<file path="config.mk">
export PLATFORM = sky130hd
export DESIGN_NAME = pslave_port
export DESIGN_NICKNAME = d
export VERILOG_FILES = /design/src/rtl/pport_pkg.sv /design/src/rtl/pport_sync.sv /design/src/rtl/pport_phase.sv /design/src/rtl/pport_done.sv /design/src/rtl/pslave_port.sv
export SDC_FILE = /design/constraint.sdc
export NUM_CORES = 1
export LEC_CHECK = 0
export ABC_CLOCK_PERIOD_IN_PS = 1300
export BUFFER_PORTS_ARGS = -buffer_cell sky130_fd_sc_hd__buf_2
export CORE_ASPECT_RATIO = 2
export CORE_MARGIN = 5
export CORE_UTILIZATION = 42
export CTS_CLUSTER_SIZE = 16
export DETAILED_ROUTE_END_ITERATION = 7
export PLACE_DENSITY = 0.73
export SYNTH_ARGS = -nofsm -noshare
export SYNTH_HDL_FRONTEND = slang
export SYNTH_SLANG_ARGS = --single-unit
export TNS_END_PERCENT = 100
</file>
<file path="constraint.sdc">
create_clock -name clk -period 1.3 [get_ports clk]
set_clock_uncertainty 0.2 [all_clocks]
set_input_delay 0.065 -clock clk [delete_from_list [all_inputs] [get_ports clk]]
set_output_delay 0.065 -clock clk [all_outputs]
set_load 0.05 [all_outputs]
</file>
<file path="src/rtl/pport_pkg.sv">
// Shared types for the parallel byte slave port.
// Assumes nothing beyond a two-bit phase encoding where Q1..Q4 = 0..3.
package pport_pkg;

    typedef enum logic [1:0] {
        PH_Q1 = 2'd0,
        PH_Q2 = 2'd1,
        PH_Q3 = 2'd2,
        PH_Q4 = 2'd3
    } phase_t;

    typedef enum logic [1:0] {
        DN_IDLE    = 2'd0,
        DN_WAIT_Q2 = 2'd1,
        DN_WAIT_Q4 = 2'd2
    } done_st_t;

endpackage

</file>
<file path="src/rtl/pport_sync.sv">
// Multi-stage synchronizer for idle-high asynchronous strobes.
// Assumes every input idles high; all stages reset to ones.
module pport_sync #(
    parameter int WIDTH  = 3,
    parameter int STAGES = 2
) (
    input  logic             clk,
    input  logic             rst_n,
    input  logic [WIDTH-1:0] async_in,
    output logic [WIDTH-1:0] sync_out
);

    logic [WIDTH-1:0] stage_q [STAGES];

    generate
        for (genvar g = 0; g < STAGES; g++) begin : g_stage
            if (g == 0) begin : g_first
                // First stage samples the raw pins.
                always_ff @(posedge clk) begin
                    if (!rst_n) stage_q[g] <= '1;
                    else        stage_q[g] <= async_in;
                end
            end else begin : g_next
                // Later stages shift the previous stage on.
                always_ff @(posedge clk) begin
                    if (!rst_n) stage_q[g] <= '1;
                    else        stage_q[g] <= stage_q[g-1];
                end
            end
        end
    endgenerate

    assign sync_out = stage_q[STAGES-1];

endmodule

</file>
<file path="src/rtl/pport_phase.sv">
// Free-running four-phase sequencer, Q1 after reset, advancing each clock.
// Assumes the block clock is the phase clock.
module pport_phase
    import pport_pkg::*;
(
    input  logic   clk,
    input  logic   rst_n,
    output phase_t phase
);

    logic [1:0] cnt_q;

    // Advance the phase count by one every cycle.
    always_ff @(posedge clk) begin
        if (!rst_n) cnt_q <= 2'd0;
        else        cnt_q <= cnt_q + 2'd1;
    end

    assign phase = phase_t'(cnt_q);

endmodule

</file>
<file path="src/rtl/pport_done.sv">
// Completion timer: after a trigger, waits for the next Q2 phase and
// fires during the Q4 phase that follows. A new trigger restarts the wait.
// Assumes trigger is a single-cycle pulse.
module pport_done
    import pport_pkg::*;
(
    input  logic   clk,
    input  logic   rst_n,
    input  phase_t phase,
    input  logic   trigger,
    output logic   fire
);

    done_st_t st_q, st_d;

    // Next-state selection for the completion timer.
    always_comb begin
        st_d = st_q;
        if (trigger) begin
            st_d = DN_WAIT_Q2;
        end else begin
            case (st_q)
                DN_WAIT_Q2: if (phase == PH_Q2) st_d = DN_WAIT_Q4;
                DN_WAIT_Q4: if (phase == PH_Q4) st_d = DN_IDLE;
                default:    st_d = DN_IDLE;
            endcase
        end
    end

    // State register.
    always_ff @(posedge clk) begin
        if (!rst_n) st_q <= DN_IDLE;
        else        st_q <= st_d;
    end

    assign fire = (st_q == DN_WAIT_Q4) && (phase == PH_Q4);

    // a Q4 wait is reached only after a Q2 phase was seen
    p_q2_before_q4_r5: assert property (@(posedge clk) disable iff (!rst_n)
        (st_q == DN_WAIT_Q4 && $past(st_q) == DN_WAIT_Q2) |-> $past(phase) == PH_Q2);

endmodule

</file>
<file path="src/rtl/pslave_port.sv">
// Parallel byte slave port: an external processor writes an input latch and
// reads an output latch over active-low chip select / read / write strobes;
// firmware sees full, overflow and transfer-done flags.
// Assumes strobes hold each level for at least three clocks and firmware
// pulses last one clock.
module pslave_port
    import pport_pkg::*;
#(
    parameter int DATA_W      = 8,
    parameter int SYNC_STAGES = 2
) (
    input  logic              clk,
    input  logic              rst_n,
    input  logic              bus_cs_n,
    input  logic              bus_rd_n,
    input  logic              bus_wr_n,
    input  logic [DATA_W-1:0] bus_din,
    output logic [DATA_W-1:0] bus_dout,
    output logic              bus_oe,
    input  logic              fw_mode_en,
    input  logic              fw_irq_en,
    input  logic              fw_wr_out,
    input  logic [DATA_W-1:0] fw_wdata,
    input  logic              fw_rd_in,
    output logic [DATA_W-1:0] fw_rdata,
    input  logic              fw_clr_ovf,
    input  logic              fw_clr_done,
    output logic              st_in_full,
    output logic              st_out_full,
    output logic              st_ovf,
    output logic              st_done,
    output logic              irq
);

    localparam int NSTROBE = 3;

    logic [NSTROBE-1:0] strobe_sync;
    logic               s_cs_n, s_rd_n, s_wr_n;
    logic               wr_lvl, rd_lvl, wr_lvl_q, rd_lvl_q;
    logic               wr_trig, rd_trig, rd_start;
    logic               wr_fire, rd_fire;
    phase_t             phase;

    logic [DATA_W-1:0]  in_latch_q, out_latch_q;
    logic               in_full_q, out_full_q, ovf_q, done_q;

    pport_sync #(.WIDTH(NSTROBE), .STAGES(SYNC_STAGES)) u_sync (
        .clk      (clk),
        .rst_n    (rst_n),
        .async_in ({bus_cs_n, bus_rd_n, bus_wr_n}),
        .sync_out (strobe_sync)
    );

    assign {s_cs_n, s_rd_n, s_wr_n} = strobe_sync;

    pport_phase u_phase (
        .clk   (clk),
        .rst_n (rst_n),
        .phase (phase)
    );

    // Decode active transfer levels from synchronized strobes.
    assign wr_lvl = !s_cs_n && !s_wr_n;
    assign rd_lvl = !s_cs_n && !s_rd_n;

    // Remember the previous levels for start/end detection.
    always_ff @(posedge clk) begin
        if (!rst_n) begin
            wr_lvl_q <= 1'b0;
            rd_lvl_q <= 1'b0;
        end else begin
            wr_lvl_q <= wr_lvl;
            rd_lvl_q <= rd_lvl;
        end
    end

    assign wr_trig  = fw_mode_en && wr_lvl_q && !wr_lvl;
    assign rd_trig  = fw_mode_en && rd_lvl_q && !rd_lvl;
    assign rd_start = fw_mode_en && rd_lvl && !rd_lvl_q;

    pport_done u_wr_done (
        .clk     (clk),
        .rst_n   (rst_n),
        .phase   (phase),
        .trigger (wr_trig),
        .fire    (wr_fire)
    );

    pport_done u_rd_done (
        .clk     (clk),
        .rst_n   (rst_n),
        .phase   (phase),
        .trigger (rd_trig),
        .fire    (rd_fire)
    );

    // Input latch follows the bus while a write is active.
    always_ff @(posedge clk) begin
        if (!rst_n)                   in_latch_q <= '0;
        else if (fw_mode_en && wr_lvl) in_latch_q <= bus_din;
    end

    // Output latch loads on a firmware write.
    always_ff @(posedge clk) begin
        if (!rst_n)         out_latch_q <= '0;
        else if (fw_wr_out) out_latch_q <= fw_wdata;
    end

    // Input-full flag: set on write completion, cleared by firmware read.
    always_ff @(posedge clk) begin
        if (!rst_n || !fw_mode_en) in_full_q <= 1'b0;
        else if (wr_fire)          in_full_q <= 1'b1;
        else if (fw_rd_in)         in_full_q <= 1'b0;
    end

    // Output-full flag: set by firmware write, cleared at bus read start.
    always_ff @(posedge clk) begin
        if (!rst_n || !fw_mode_en) out_full_q <= 1'b0;
        else if (fw_wr_out)        out_full_q <= 1'b1;
        else if (rd_start)         out_full_q <= 1'b0;
    end

    // Overflow flag: sticky until firmware clears it.
    always_ff @(posedge clk) begin
        if (!rst_n)                  ovf_q <= 1'b0;
        else if (wr_fire && in_full_q) ovf_q <= 1'b1;
        else if (fw_clr_ovf)         ovf_q <= 1'b0;
    end

    // Transfer-done flag: set at Q4 after either completion.
    always_ff @(posedge clk) begin
        if (!rst_n)                 done_q <= 1'b0;
        else if (wr_fire || rd_fire) done_q <= 1'b1;
        else if (fw_clr_done)       done_q <= 1'b0;
    end

    assign bus_oe      = fw_mode_en && !bus_cs_n && !bus_rd_n;
    assign bus_dout    = out_latch_q;
    assign fw_rdata    = in_latch_q;
    assign st_in_full  = in_full_q;
    assign st_out_full = out_full_q;
    assign st_ovf      = ovf_q;
    assign st_done     = done_q;
    assign irq         = done_q && fw_irq_en;

    // flags only rise on an edge that sampled phase Q4
    p_done_on_q4_r1: assert property (@(posedge clk) disable iff (!rst_n)
        $rose(done_q) |-> $past(phase) == PH_Q4);

    p_full_on_q4_r1: assert property (@(posedge clk) disable iff (!rst_n)
        $rose(in_full_q) |-> $past(phase) == PH_Q4);

    // input-full drops only on a firmware read or with the mode off
    p_in_full_clear_r2: assert property (@(posedge clk) disable iff (!rst_n)
        $fell(in_full_q) |-> ($past(fw_rd_in) || !$past(fw_mode_en)));

    // overflow drops only on explicit clear
    p_ovf_sticky_r3: assert property (@(posedge clk) disable iff (!rst_n)
        $fell(ovf_q) |-> $past(fw_clr_ovf));

    // output-full drops only when a bus read starts or the mode is off
    p_out_full_clear_r4: assert property (@(posedge clk) disable iff (!rst_n)
        $fell(out_full_q) |-> ($past(rd_lvl) || !$past(fw_mode_en)));

    // output-full rises only after a firmware write
    p_out_full_set_r6: assert property (@(posedge clk) disable iff (!rst_n)
        $rose(out_full_q) |-> $past(fw_wr_out));

    // mode off empties both buffers on the next edge
    p_mode_off_empty_r7: assert property (@(posedge clk) disable iff (!rst_n)
        !fw_mode_en |=> (!in_full_q && !out_full_q));

    // done flag drops only on an explicit clear
    p_done_sticky_r8: assert property (@(posedge clk) disable iff (!rst_n)
        $fell(done_q) |-> $past(fw_clr_done));

endmodule

</file>
==> impl_metrics.csv, run 1 <==
group,metric,value,unit
outcome,status,"finished, violations left",
outcome,violations,"setup timing",
cells_and_area,final_common_cell,"buf_2",
setup_path,r2r-start,"u_phase.phase[1]",
run,maxCapViolations,0,
yosys,ys_ff_latch,34,
power,irDropWorstVdd,0.0009896,V
route,dr_wl_met2,1699,um
route,routed.top_layer,"met4",
global_route,grt.overflow.total,0,
timing,fin_ws,-26.67,ps
placed_design,dp.final_hpwl,2008,um
timing,finalCritPeriodShare,102.1,%
cells_and_area,final_nets,231,
die,die_h,87.77,um
timing,fmax,0.7538,GHz
setup_path,r2r_end,"u_rd_done.st_q[0]",
timing,rsz0062_at_grt,"yes",
route,final_antenna_net_count,0,
global_route,grt_pass1_vias,1179,
setup_path,required,1310,ps
die,start_util,43.15,%
cells_and_area,final_cells,232,
power,power,0.002323,W
setup_path,rrSetupSlack,-30,ps
placed_design,portBuffers,48,
global_route,grt_pass1_wl,5009,um
hold_path,min_to,"fw_rdata[3]",
die,die_w,48.88,um
timing,worstMarginPinSlew,475.8,ps
placed_design,dpl-instance-area,1538,um^2
clock_tree,root_buffer,"clkbuf_8",
yosys,syn_area_per_cell,10.32,um^2
timing,drv_slew,0,
die,pin_count,49,
placed_design,gp_congestion,0.6747,
cells_and_area,area_delta_synth_final,53.89,%
yosys,synth_cells,123,
clock_tree,path_clk_slew,70,ps
die,die-area,4290,um^2
setup_path,reg2regPathDepth,4,
clock_tree,cts_tree,"built",
setup_path,start_kind,"flip-flop",
clock_tree,cts_setup_buffers,0,
hold_path,worstHoldStart,"rst_n",
clock_tree,max-clock-path-buffers,2,
route,wl_met3,265,um
die,rows,28,
power,power_density,1189,nW/um^2
route,met1_length,1057,um
yosys,ys_seq_area_share,53.60,%
route,dr.pass1.iters,4,
placed_design,dpl.cell_count,199,
timing,setup_viol,2,
cells_and_area,nFillCells,242,
route,vias_per_cell,4.892,
clock_tree,htree_levels,2,
yosys,syn_area,1270,um^2
setup_path,cp_max_fo,4,
timing,final.setup.tns,-45.42,ps
timing,period_minus_slack,1327,ps
setup_path,cp.arrival,1330,ps
clock_tree,cts_inserted_buffers,5,
power,cellLeakagePower,0.9164,nW
die,coreArea,2943,um^2
route,dr.first_iter.drc_count,4,
clock_tree,worst_skew_pair.late_latency,290,ps
global_route,grt.total_usage,14.89,%
cells_and_area,drive_gt1_share,36.63,%
route,drt_wl_total,3067,um
hold_path,holdPathStages,4,
route,route.detailed.drc,0,
route,vias,1135,
yosys,synth_fp_nets,153,
yosys,synth_cell_types,23,
route,avgRoutedWirePerCell,13.22,um
yosys,ys_warn_count,0,
timing,finalHoldViolations,0,
hold_path,min-delay-path-class,"in -> reg",
setup_path,crit_type,"reg -> reg",
timing,relSlewSlack,68.24,%
cells_and_area,antenna_cells,0,
setup_path,worstSetupEndpointType,"flip-flop",
global_route,grt_start_max_net_pins,21,
global_route,antenna_found_initial,0,
clock_tree,cts.sinks,34,
cells_and_area,layout_common_cells,"buf_2 (47), dfxtp_1 (31), dlygate4sd3_1 (25), nand2_1 (19), mux2i_1 (16)",
cells_and_area,fin_area,1954,um^2
==> stage by stage <==
stage                     utilization (%)  hold slack (ps)  setup WS (ps)
after floorplan                         -           -40.68          9.818
after global placement              52.25            44.70          28.82
final                               66.41            53.44         -26.67
after CTS                           64.88            51.13         -7.933
after detailed placement            52.25            49.60         -55.11
after global routing                66.41            70.24         -68.63
==> worst max path at each step <==
stage / startpoint / endpoint / slack, ps / cells after the start
3_3_place_gp: u_phase.phase[1] / u_wr_done.st_q[0] / 30 / 4
3_5_place_dp: u_phase.phase[1] / u_rd_done.st_q[0] / -60 / 4
2_1_floorplan: st_done / irq / 10 / 1
6_report: u_phase.phase[1] / u_rd_done.st_q[0] / -30 / 4
4_1_cts: u_phase.phase[1] / u_wr_done.st_q[0] / -8 / 4
5_1_grt: u_phase.phase[1] / u_wr_done.st_q[0] / -70 / 4
==> state kept, by name, indices dropped and copies added (netlist names) <==
register        count
st_out_full         1
fw_rdata            8
st_done             1
st_ovf              1
u_rd_done.st_q      2
u_phase.phase       2
u_wr_done.st_q      2
u_sync.stage_q      6
st_in_full          1
wr_lvl_q            1
bus_dout            8
rd_lvl_q            1
==> cells by family after synthesis <==
family / Yosys count / synth area share (%)
buffers and inverters: 8 / 4.236
flip-flops: 34 / 53.60
adder cells (fa/ha/maj): 3 / 2.956
multiplexers: 16 / 12.61
AND/OR/NAND/NOR: 53 / 21.68
AO/OA/AOI/OAI: 9 / 4.926
==> cell type report <==
type                            instances  area (um^2)  share of cell area (%)
Timing Repair Buffer                   77        530.5                   27.14
Inverter                                2        7.507                  0.3841
Sequential cell                        34        684.4                   35.02
Tap cell                               30        37.54                   1.921
Multi-Input combinational cell         81        585.6                   29.96
Clock buffer                            5        68.82                   3.521
Clock inverter                          3        40.04                   2.049
==> power breakdown <==
group | leakage (nW) | switching, W | internal [W]
clock | 0.0579 | 0.000372 | 0.000564
combinational | 0.581 | 0.000155 | 0.000139
sequential | 0.278 | 0.0000184 | 0.00108
==> what timing repair did <==
item,in CTS,in global routing
setup endpoints to repair,3,10
pin swaps,2,7
hold endpoints to repair,28,0
hold buffers,25,0
resized for setup,4,13
==> cell usage after synthesis (all sizes together) <==
| library cell | n | share of area [%] |
|---|---|---|
| and2 | 1 | 0.49 |
| nand2b | 8 | 3.9 |
| dfxtp | 34 | 54 |
| or3b | 2 | 1.4 |
| and3b | 2 | 1.4 |
| o211ai | 2 | 1.2 |
| inv | 2 | 0.59 |
| nand2 | 19 | 5.6 |
| o22ai | 1 | 0.49 |
| a21oi | 3 | 1.2 |
| o211a | 2 | 1.6 |
| nor4 | 1 | 0.49 |
| buf | 6 | 3.6 |
| nor2 | 11 | 3.3 |
| a31oi | 1 | 0.49 |
| mux2i | 16 | 13 |
| nor3b | 4 | 2.8 |
| ha | 3 | 3.0 |
| nor3 | 3 | 1.2 |
| nand3b | 2 | 1.2 |
==> critical path, stage by stage, from the launching register on <==
cell and delay [ps]:
dfxtp_2 330, inv_2 40, ha_4 160, or3b_1 370
a21oi_1 160
==> metal layers <==
metal  up-vias  global-route usage, %
met4         0                  5.147
met5         -                      0
li1        569                      -
met3         6                  6.814
met2        45                  29.17
met1       515                  12.76
No activity file was read; power rests on OpenSTA's default activity.
==> run 2, diff against run 1 <==
SKIP_CTS_REPAIR_TIMING = 1   (was not set)
==> run 2 against run 1 <==
- the run ends with hold timing, setup timing left
- final cell count shrank 0.43%
- die area is the same
- final area shrank 0.51%
- sequential cell count is the same
- via count shrank 0.62%
- setup slack gained 6.1 ps
- critical path depth is the same
- non-clock buffer count shrank 1
- clock power is essentially flat
- sequential share of layout area grew 0.18 points
==> impl_metrics.csv, run 2 (synthesis results as in run 1) <==
group,metric,value,unit
setup_path,start_kind,"flip-flop",
die,pin_count,49,
power,irDropWorstVdd,0.0009925,V
cells_and_area,fin_area,1944,um^2
route,avgRoutedWirePerCell,13.05,um
timing,fin_ws,-20.58,ps
die,rows,28,
power,cellLeakagePower,0.9122,nW
timing,drv_slew,0,
global_route,antenna_found_initial,0,
route,dr.pass1.iters,4,
power,power_density,1192,nW/um^2
hold_path,min-delay-path-class,"in -> reg",
die,die-area,4290,um^2
die,start_util,43.15,%
setup_path,cp.arrival,1320,ps
setup_path,worstSetupEndpointType,"flip-flop",
global_route,grt_pass1_wl,4284,um
die,die_w,48.88,um
route,vias_per_cell,4.883,
clock_tree,max-clock-path-buffers,2,
clock_tree,root_buffer,"clkbuf_8",
route,vias,1128,
outcome,status,"finished, violations left",
clock_tree,cts.sinks,34,
die,coreArea,2943,um^2
global_route,grt_pass1_vias,1038,
placed_design,dp.final_hpwl,2008,um
route,dr.first_iter.drc_count,4,
timing,rsz0062_at_grt,"yes",
cells_and_area,final_common_cell,"buf_2",
route,drt_wl_total,3015,um
cells_and_area,area_delta_synth_final,53.10,%
setup_path,crit_type,"reg -> reg",
placed_design,gp_congestion,0.6747,
cells_and_area,antenna_cells,0,
setup_path,required,1300,ps
die,die_h,87.77,um
global_route,grt.overflow.total,0,
route,route.detailed.drc,0,
global_route,grt_start_max_net_pins,21,
timing,holdWs,-30.06,ps
timing,finalCritPeriodShare,101.6,%
hold_path,worstHoldStart,"fw_mode_en",
setup_path,crit_start,"u_phase.phase[1]",
clock_tree,worst_skew_pair.late_latency,290,ps
timing,fmax,0.7572,GHz
global_route,grt.total_usage,12.66,%
cells_and_area,final_nets,230,
setup_path,cp_max_fo,4,
clock_tree,cts_tree,"built",
setup_path,r2r-start,"u_phase.phase[1]",
run,maxCapViolations,0,
outcome,violations,"hold timing, setup timing",
cells_and_area,drive_gt1_share,36.82,%
cells_and_area,nFillCells,245,
route,final_antenna_net_count,0,
placed_design,dpl-instance-area,1538,um^2
timing,relSlewSlack,68.19,%
timing,period_minus_slack,1321,ps
cells_and_area,layout_common_cells,"buf_2 (47), dfxtp_1 (31), dlygate4sd3_1 (24), nand2_1 (19), mux2i_1 (16)",
clock_tree,path_clk_slew,60,ps
placed_design,dp_slack,-55.11,ps
clock_tree,cts_inserted_buffers,5,
placed_design,portBuffers,48,
clock_tree,htree_levels,2,
timing,setup_viol,2,
timing,finalHoldViolations,2,
timing,worstMarginPinSlew,476.7,ps
[run 2: cell types whose count changed in the layout (fill, tap and decap cells not counted), sizes merged]
| cell | before | now |
|---|---|---|
| dlygate4sd3 | 25 | 24 |
[run 2: cell type report]
class / instances / area, um^2 / share of cell area (%)
Sequential cell: 34 / 684.4 / 35.20
Tap cell: 30 / 37.54 / 1.931
Clock buffer: 5 / 68.82 / 3.539
Inverter: 2 / 7.507 / 0.3861
Multi-Input combinational cell: 81 / 585.6 / 30.12
Timing Repair Buffer: 76 / 520.5 / 26.77
Clock inverter: 3 / 40.04 / 2.059
[run 2: report_power, final]
group / switching, W / internal (W) / total (W)
Combinational: 0.000154 / 0.000137 / 0.000291
Clock: 0.000370 / 0.000564 / 0.000933
Sequential: 0.0000184 / 0.00108 / 0.00109
[run 2: critical path, stage by stage (launching register included)]
cell	delay [ps]
dfxtp_2	330
inv_2	40
ha_4	160
or3b_1	370
a21oi_1	150
[run 2: stage by stage]
stage / utilization, % / power [W] / TNS (ps) / cells
final: 66.07 / 0.002318 / -24.94 / 231
after global placement: 52.25 / 0.001324 / 0 / 199
after CTS: 55.95 / 0.002277 / -170.0 / 207
after global routing: 66.07 / 0.002420 / -94.74 / 231
after floorplan: - / 0.001257 / 0 / 123
after detailed placement: 52.25 / 0.001333 / -106.1 / 199
[run 2: path summary, 6_finish.rpt]
kind	end	slack (ps)	cells after the start
worst min register to register	u_sync.stage_q[1][2]	200	1
worst max register to register	u_rd_done.st_q[0]	-20	4
worst max-delay path	u_rd_done.st_q[0]	-20	4
worst min-delay path	u_wr_done.st_q[0]	-30	3
[run 2: per-layer routing]
metal / routed length [um] / GRT usage [%] / vias to the layer above / share of wire (%)
met4: 44 / 5.147 / 0 / 1.5
met3: 280 / 6.474 / 6 / 9.3
met1: 1028 / 11.29 / 514 / 34
met2: 1661 / 23.45 / 45 / 55
met5: 0 / 0 / - / 0
li1: - / - / 563 / -
==> run 3, diff against run 2 <==
HOLD_SLACK_MARGIN = 0.08   (was not set)
RECOVER_POWER = 50   (was not set)
==> run 3 against run 2 <==
- the run ends with setup timing left
- final area up 1.9%
- via count up 1.9%
- worst hold slack better by 110 ps
- sequential power about the same
- total power up 0.62%
- core utilization up 1.3 points
- critical path type unchanged
- die area unchanged
- register-to-register slack about the same
- critical path depth unchanged
==> impl_metrics.csv, run 3 (synthesis results as in run 1) <==
group,metric,value,unit
setup_path,reg2regPathDepth,4,
setup_path,crit_family,"simple AND/OR/NAND/NOR gates",
clock_tree,worst_skew_pair.late_latency,290,ps
timing,worstMarginPinSlew,594.7,ps
clock_tree,cts_inserted_buffers,5,
setup_path,crit_type,"reg -> reg",
setup_path,cp-endpoint,"u_rd_done.st_q[0]",
timing,drv_slew,0,
setup_path,crit_start,"u_phase.phase[1]",
outcome,violations,"setup timing",
route,vias_per_cell,4.889,
setup_path,start_kind,"flip-flop",
route,vias,1149,
clock_tree,cts.sinks,34,
placed_design,dpl.cell_count,199,
die,die-area,4290,um^2
setup_path,cp.depth,4,
timing,setup_viol,1,
die,die_h,87.77,um
cells_and_area,final_common_cell,"buf_2",
power,power.internal,0.001783,W
cells_and_area,final_nets,234,
global_route,grt.total_usage,12.66,%
die,pin_count,49,
setup_path,slowest_delay,370,ps
clock_tree,max-clock-path-buffers,2,
power,comb_power_share,12.9,%
timing,finalHoldViolations,0,
setup_path,cp_max_fo,4,
timing,rsz0062_at_grt,"yes",
placed_design,dp.final_hpwl,2008,um
setup_path,r2r_end,"u_rd_done.st_q[0]",
cells_and_area,drive_gt1_share,35.12,%
timing,fin_ws,-17.80,ps
setup_path,crit_buf_inv,1,
setup_path,r2r-start,"u_phase.phase[1]",
setup_path,worstSetupEndpointType,"flip-flop",
route,dr.pass1.iters,4,
global_route,antenna_found_initial,0,
clock_tree,root_buffer,"clkbuf_8",
power,power_density,1177,nW/um^2
timing,period_minus_slack,1318,ps
timing,finalCritPeriodShare,101.4,%
global_route,grt_pass1_wl,4284,um
power,clockPowerShare,40.2,%
power,switching_share,23.56,%
placed_design,portBuffers,48,
route,route.detailed.drc,0,
global_route,grt.overflow.total,0,
setup_path,crit_chain,"inv_2, ha_4, or3b_1, a21oi_1",
power,p_sw,0.0005494,W
clock_tree,htree_levels,2,
cells_and_area,final_core_util,67.35,%
clock_tree,cts_tree,"built",
hold_path,min-delay-path-class,"in -> reg",
power,irDropWorstVdd,0.0009925,V
route,dr.first_iter.drc_count,15,
setup_path,cp.arrival,1320,ps
timing,fmax,0.7588,GHz
power,seqPwrFrac,46.9,%
die,coreArea,2943,um^2
clock_tree,path_clk_slew,70,ps
cells_and_area,final_cells,235,
cells_and_area,antenna_cells,0,
cells_and_area,area_delta_synth_final,56.06,%
die,start_util,43.15,%
timing,relSlewSlack,60.53,%
setup_path,cp_slowest_cell,"or3b_1",
setup_path,required,1300,ps
die,die_w,48.88,um
placed_design,dp_slack,-55.11,ps
cells_and_area,layout_common_cells,"buf_2 (46), dfxtp_1 (32), dlygate4sd3_1 (28), nand2_1 (19), mux2i_1 (16)",
route,drt_wl_total,3094,um
placed_design,gp_congestion,0.6747,
setup_path,rrSetupSlack,-20,ps
global_route,grt_pass1_vias,1038,
outcome,status,"finished, violations left",
die,rows,28,
route,avgRoutedWirePerCell,13.17,um
power,cellLeakagePower,0.9253,nW
global_route,grt_start_max_net_pins,21,
run,maxCapViolations,0,
route,final_antenna_net_count,0,
-- run 3: how the worst min path moves through the flow --
stage               cells past startpoint              endpoint  slack, ps        from
global route                            3           bus_dout[3]        120       rst_n
floorplan                               1                st_ovf        -40  fw_clr_ovf
global placement                        2  u_sync.stage_q[0][0]         40    bus_wr_n
detailed placement                      2                st_ovf         50  fw_clr_ovf
CTS                                     2                st_ovf       -250  fw_clr_ovf
finish                                  3           bus_dout[0]         80       rst_n
-- run 3: area by class of cell --
cell class / count / area [um^2]
clock buffer: 5 / 68.82
tap: 30 / 37.54
timing repair buffer: 80 / 559.3
inverter: 2 / 7.507
sequential: 34 / 683.2
multi-input combinational: 81 / 585.6
fill: 240 / 960.9
clock inverter: 3 / 40.04
-- run 3: through the flow --
step / power [W] / hold WS [ps] / TNS [ps] / area, um^2
4_1_cts: 0.002277 / -254.6 / -170.0 / 1647
6_report: 0.002332 / 77.82 / -17.80 / 1982
5_1_grt: 0.002433 / 121.6 / -168.7 / 1982
2_1_floorplan: 0.001257 / -40.68 / 0 / 1276
3_5_place_dp: 0.001333 / 49.60 / -106.1 / 1538
3_3_place_gp: 0.001324 / 44.70 / 0 / 1538
-- run 3: tightest hold or removal path, delay by kind of cell --
family / cells / cell delay (ps)
and+or+nand+nor: 1 / 150
buffers and inverters: 2 / 310
-- run 3: per-layer routing --
metal / share of wire (%) / track usage [%] / routed length, um / up-vias
li1: - / - / - / 572
met2: 55 / 23.45 / 1712 / 45
met4: 1.4 / 5.147 / 44 / 0
met5: 0 / 0 / 0 / -
met3: 8.9 / 6.474 / 274 / 6
met1: 34 / 11.29 / 1062 / 526
-- run 3: power by group through the flow --
| stage | logic, W | registers [W] | clock network, W |
|---|---|---|---|
| 2_1_floorplan | 0.0000837 | 0.00117 | 0 |
| 3_3_place_gp | 0.000212 | 0.00111 | 0 |
| 3_5_place_dp | 0.000220 | 0.00111 | 0 |
| 4_1_cts | 0.000221 | 0.00109 | 0.000966 |
| 5_1_grt | 0.000327 | 0.00110 | 0.00101 |
| 6_report | 0.000301 | 0.00109 | 0.000938 |
